`config.mk`:
```
export PLATFORM = sky130hd
export DESIGN_NAME = bswap_simd
export DESIGN_NICKNAME = d
export VERILOG_FILES = /design/src/rtl/bswap_pkg.sv /design/src/rtl/bswap_span_decode.sv /design/src/rtl/bswap_byte_mux.sv /design/src/rtl/bswap_simd.sv
export SDC_FILE = /design/constraint.sdc
export NUM_CORES = 1
export LEC_CHECK = 0
export BUFFER_PORTS_ARGS = -buffer_cell sky130_fd_sc_hd__buf_2
export CAP_MARGIN = 20
export CORE_ASPECT_RATIO = 1.2
export CORE_MARGIN = 4
export CORE_UTILIZATION = 35
export DETAILED_ROUTE_END_ITERATION = 16
export GPL_TIMING_DRIVEN = 0
export PLACE_DENSITY_LB_ADDON = 0.3
export SLEW_MARGIN = 0
export SYNTH_ARGS = -nofsm -noshare
export SYNTH_HDL_FRONTEND = slang
export SYNTH_HIERARCHICAL = 1
export SYNTH_SLANG_ARGS = --single-unit
```
`constraint.sdc`:
```
create_clock -name vclk -period 3.7
set_input_delay 0.74 -clock vclk [all_inputs]
set_output_delay 0.74 -clock vclk [all_outputs]
set_load 0.005 [all_outputs]
```
`src/rtl/bswap_pkg.sv`:
```
package bswap_pkg;
    localparam int unsigned BYTE_W = 8;

    // number of selectable group levels for a word of nbytes (sizes 1,2,..,nbytes)
    function automatic int unsigned level_count(input int unsigned nbytes);
        return $clog2(nbytes) + 1;
    endfunction
endpackage

```
`src/rtl/bswap_span_decode.sv`:
```
// Turns the boundary map into a per-byte group level and an alignment error.
module bswap_span_decode #(
    parameter int unsigned NB = 8
) (
    input  logic                      clk,
    input  logic                      rst_n,
    input  logic [NB-2:0]             brk_i,
    output logic [NB-1:0][$clog2($clog2(NB)+1)-1:0] lvl_o,
    output logic                      err_o
);
    localparam int unsigned LOG = $clog2(NB);
    localparam int unsigned LW  = $clog2(LOG + 1);

    logic [NB-1:0][LOG:0] clean;    // aligned group at level k has no inner break
    logic [NB-1:0][LOG:0] edge_ok;  // both outer edges of that group are boundaries
    logic [NB-1:0]        byte_err;

    for (genvar b = 0; b < NB; b++) begin : g_byte
        for (genvar k = 0; k <= LOG; k++) begin : g_lvl
            localparam int unsigned SZ = 1 << k;
            localparam int unsigned S  = (b >> k) << k;
            logic lft, rgt;
            if (k == 0) begin : g_single
                assign clean[b][k] = 1'b1;
            end else begin : g_multi
                assign clean[b][k] = ~|brk_i[S+SZ-2:S];
            end
            if (S == 0) begin : g_lft_word
                assign lft = 1'b1;
            end else begin : g_lft_brk
                assign lft = brk_i[S-1];
            end
            if (S + SZ == NB) begin : g_rgt_word
                assign rgt = 1'b1;
            end else begin : g_rgt_brk
                assign rgt = brk_i[S+SZ-1];
            end
            assign edge_ok[b][k] = lft & rgt;
        end
    end

    always_comb begin
        for (int b = 0; b < NB; b++) begin
            lvl_o[b] = '0;
            for (int k = 1; k <= LOG; k++) begin
                if (clean[b][k]) lvl_o[b] = LW'(k);
            end
            byte_err[b] = ~edge_ok[b][lvl_o[b]];
        end
    end

    assign err_o = |byte_err;


    full_split_chk: assert property (@(posedge clk) disable iff (!rst_n)
        (&brk_i) |-> !err_o);

    whole_word_chk: assert property (@(posedge clk) disable iff (!rst_n)
        (brk_i == '0) |-> (!err_o && lvl_o[0] == LW'(LOG)));
endmodule

```
`src/rtl/bswap_byte_mux.sv`:
```
// Selects, for every byte, one of the fixed mirror permutations.
module bswap_byte_mux #(
    parameter int unsigned NB = 8
) (
    input  logic                                   clk,
    input  logic                                   rst_n,
    input  logic [NB*bswap_pkg::BYTE_W-1:0]         data_i,
    input  logic [NB-1:0][$clog2($clog2(NB)+1)-1:0] lvl_i,
    input  logic                                   en_i,
    output logic [NB*bswap_pkg::BYTE_W-1:0]         data_o
);
    import bswap_pkg::*;
    localparam int unsigned LOG = $clog2(NB);
    localparam int unsigned LW  = $clog2(LOG + 1);

    logic [NB-1:0][BYTE_W-1:0]        in_b, out_b;
    logic [NB-1:0][LOG:0][BYTE_W-1:0] cand;

    assign in_b = data_i;

    for (genvar b = 0; b < NB; b++) begin : g_byte
        for (genvar k = 0; k <= LOG; k++) begin : g_perm
            localparam int unsigned SRC = b ^ ((1 << k) - 1);
            assign cand[b][k] = in_b[SRC];
        end


        single_keep_chk: assert property (@(posedge clk) disable iff (!rst_n)
            (lvl_i[b] == '0) |-> (out_b[b] == in_b[b]));
    end

    always_comb begin
        for (int b = 0; b < NB; b++) begin
            out_b[b] = in_b[b];
            if (en_i) begin
                for (int k = 0; k <= LOG; k++) begin
                    if (lvl_i[b] == LW'(k)) out_b[b] = cand[b][k];
                end
            end
        end
    end

    assign data_o = out_b;
endmodule

```
`src/rtl/bswap_simd.sv`:
```
module bswap_simd #(
    parameter int unsigned NUM_BYTES = 8,
    parameter bit          OUT_REG   = 1'b0
) (
    input  logic                                    clk,
    input  logic                                    rst_n,
    input  logic [NUM_BYTES*bswap_pkg::BYTE_W-1:0]  data_i,
    input  logic [NUM_BYTES-2:0]                    brk_i,
    input  logic                                    swap_i,
    output logic [NUM_BYTES*bswap_pkg::BYTE_W-1:0]  data_o,
    output logic                                    err_o
);
    import bswap_pkg::*;
    localparam int unsigned DATA_W = NUM_BYTES * BYTE_W;
    localparam int unsigned LOG    = $clog2(NUM_BYTES);
    localparam int unsigned LW     = $clog2(LOG + 1);

    typedef struct packed {
        logic [DATA_W-1:0] data;
        logic              err;
    } out_t;

    out_t st_d, st_q;

    logic [NUM_BYTES-1:0][LW-1:0] lvl;
    logic                         map_err;
    logic [DATA_W-1:0]            swapped;

    bswap_span_decode #(.NB(NUM_BYTES)) u_decode (
        .clk   (clk),
        .rst_n (rst_n),
        .brk_i (brk_i),
        .lvl_o (lvl),
        .err_o (map_err)
    );

    bswap_byte_mux #(.NB(NUM_BYTES)) u_mux (
        .clk    (clk),
        .rst_n  (rst_n),
        .data_i (data_i),
        .lvl_i  (lvl),
        .en_i   (swap_i & ~map_err),
        .data_o (swapped)
    );

    always_comb begin
        st_d      = '0;
        st_d.data = swapped;
        st_d.err  = map_err;
    end

    if (OUT_REG) begin : g_reg
        always_ff @(posedge clk or negedge rst_n) begin
            if (!rst_n) st_q <= '0;
            else        st_q <= st_d;
        end


        reg_lat_chk: assert property (@(posedge clk) disable iff (!rst_n)
            $past(rst_n) |-> (st_q == $past(st_d)));
    end else begin : g_comb
        assign st_q = st_d;
    end

    assign data_o = st_q.data;
    assign err_o  = st_q.err;


    native_pass_chk: assert property (@(posedge clk) disable iff (!rst_n)
        !swap_i |-> (st_d.data == data_i));

    err_pass_chk: assert property (@(posedge clk) disable iff (!rst_n)
        st_d.err |-> (st_d.data == data_i));

    byte_mass_chk: assert property (@(posedge clk) disable iff (!rst_n)
        (swap_i && !st_d.err) |-> ($countones(st_d.data) == $countones(data_i)));
endmodule

```
==> results.sh <==
export IMPL_multiInputGateArea_um2=2040
export IMPL_ios=139
export IMPL_path_class="in2out"
export IMPL_tightestPinTransition_ns=0.660
export IMPL_synth_cell_types=27
export IMPL_outcome="completed"
export IMPL_seq_cells=0
export IMPL_drcViolationCount=0
export IMPL_seq_area_um2=0
export IMPL_irDropWorstVdd_mv=0.0585
export IMPL_cp_cell_sequence="buf_2 > or3_1 > inv_2 > mux2i_2 > buf_4 > buf_4 > o21a_2 > nor2_1 > a21oi_1 > buf_2"
export IMPL_grt_pass1_wl_mm=16.7
export IMPL_ant_nets=0
export IMPL_start_util=0.370
export IMPL_power_density_nw_per_um2=135
export IMPL_fin_crit_ns=3.59
export IMPL_maxCapViolations=0
export IMPL_postCtsSetupBuffers=0
export IMPL_core_area_um2=6170
export IMPL_grt_pass1_vias=3124
export IMPL_syn_area_um2=2280
export IMPL_yosysWarnings=6
export IMPL_hold_path_end="data_o[47]"
export IMPL_die_x_um=81.7
export IMPL_drive_above_1_share=0.409
export IMPL_ys_seq_area_frac=0
export IMPL_drtIter0Drc=223
export IMPL_syn_avg_cell_area_um2=7.06
export IMPL_syn_inst=323
export IMPL_crit_fanout=10
export IMPL_worst_path_buf_inv=5
export IMPL_hp_start="data_i[47]"
export IMPL_die_y_um=96.4
export IMPL_antenna_found_initial=0
export IMPL_wl_mm=11.0
export IMPL_slew_violations=0
export IMPL_cpPeakStageDelay_ns=0.42
export IMPL_period_share=0.970
export IMPL_clkbuf_count=0
export IMPL_slew_headroom=0.557
export IMPL_finalSetupTns_ns=0
export IMPL_cpMaxStageDelayCell="or3_1"
export IMPL_rows=31
export IMPL_power_w=0.000416
export IMPL_wl_per_cell_um=20.3
export IMPL_setup_viol=0
export IMPL_endpoint_kind="output pin"
export IMPL_cts_hold_buf=0
export IMPL_vias=3245
export IMPL_fillers=638
export IMPL_hp_class="in2out"
export IMPL_via_per_inst=5.99
export IMPL_dieArea_um2=7880
export IMPL_syn_to_final_growth_pct=35.2
export IMPL_crit_family="buffers and inverters"
export IMPL_grt_max_degree=11
export IMPL_crit_required_ns=2.96
export IMPL_gr_usage_all_layers=0.272
export IMPL_start_kind="primary input"
export IMPL_first_pass_iters=5
export IMPL_synth_nets=397
export IMPL_io_buffers=137
export IMPL_rsz0062_at_grt="false"
export IMPL_max_freq_mhz=279
export IMPL_place_congestion=0.945
export IMPL_p_leak_nw=1.45
export IMPL_nets=536
export IMPL_dp_hpwl_mm=8.99
export IMPL_holdPathStages=3
export IMPL_overflow=0
export IMPL_hold_violations=0
export IMPL_n_antenna_cell=0
export IMPL_critPathArrivalTime_ns=2.85
## what timing repair did
action,in CTS,in global routing
setup endpoints to repair,9,14
resized for setup,3,4
hold endpoints to repair,0,0
## through the flow
stage	hold WS [ns]	instance area, um^2	setup slack, ns	utilization	std cells
2_1_floorplan	1.59	2280	0.582	-	323
3_3_place_gp	1.82	3070	-0.0530	0.498	542
3_5_place_dp	1.82	3070	-0.0379	0.498	542
4_1_cts	1.82	3080	0.0444	0.499	542
5_1_grt	1.86	3080	0.0164	0.500	542
6_report	1.82	3080	0.113	0.500	542
## power by group
| part | switching, W | internal (W) |
|---|---|---|
| logic | 0.000230 | 0.000186 |
| clock network | 0 | 0 |
| registers | 0 | 0 |
| total | 0.000230 | 0.000186 |
## worst max path at each step
| stage | end | cells after the start | slack (ns) | startpoint |
|---|---|---|---|---|
| floorplan | data_o[27] | 8 | 0.58 | brk_i[5] |
| global placement | data_o[13] | 10 | -0.05 | brk_i[0] |
| global route | data_o[28] | 10 | 0.02 | brk_i[5] |
| detailed placement | data_o[13] | 10 | -0.04 | brk_i[0] |
| CTS | data_o[29] | 10 | 0.04 | brk_i[5] |
| finish | data_o[13] | 10 | 0.11 | brk_i[0] |
## Yosys cell counts
library cell	n	share of area
mux2_2	8	0.039
inv_1	2	0.0033
o21ai_0	8	0.018
nand3b_1	8	0.026
o2bb2ai_1	42	0.16
buf_2	13	0.029
o22ai_1	10	0.027
or4_4	1	0.0049
nor2b_4	1	0.0060
o21bai_1	1	0.0033
mux2i_1	57	0.25
o21ai_1	1	0.0022
a31oi_1	6	0.016
nor2_1	53	0.087
nand2b_1	6	0.016
nor3_1	1	0.0022
clkbuf_1	1	0.0016
a221o_1	8	0.035
buf_6	4	0.020
or3_1	1	0.0027
buf_4	18	0.059
o21a_1	12	0.039
nor4bb_1	6	0.026
o221ai_1	1	0.0038
and3b_1	1	0.0038
nand2_1	2	0.0033
a21oi_1	51	0.11
## routing by layer
layer | vias up | wire, um | track usage
li1 | 1527 | - | -
met1 | 1534 | 4690 | 0.376
met2 | 168 | 5340 | 0.451
met3 | 16 | 775 | 0.0232
met4 | 0 | 178 | 0.0706
met5 | - | 0 | 0
## cell type report
type | count | share of cell area
buffer | 36 | 0.0811
inverter | 2 | 0.00243
multi-input combinational | 285 | 0.661
tap | 82 | 0.0333
timing repair buffer | 137 | 0.222
## cell families (layout without fill, tap and decap cells)
kind of cell    Yosys count  count (layout)  synth area share
mux                      65              65             0.290
buf+inv                  38             175             0.112
compound gates          140             140             0.419
simple gates             80              80             0.179
## layout by cell type (no fill, tap or decap), types with 2 or more instances in the layout
cell,Yosys,routed
o22ai_1,10,10
a21oi_1,51,50
mux2i_1,57,56
nor2_1,53,53
buf_4,18,18
nand2_1,2,2
mux2_2,8,8
nand3b_1,8,8
o2bb2ai_1,42,42
a221o_1,8,8
o21a_1,12,11
nor4bb_1,6,6
buf_6,4,4
a31oi_1,6,6
buf_2,13,150
nand2b_1,6,6
o21ai_0,8,8
Power figures use the tool's default switching activity.
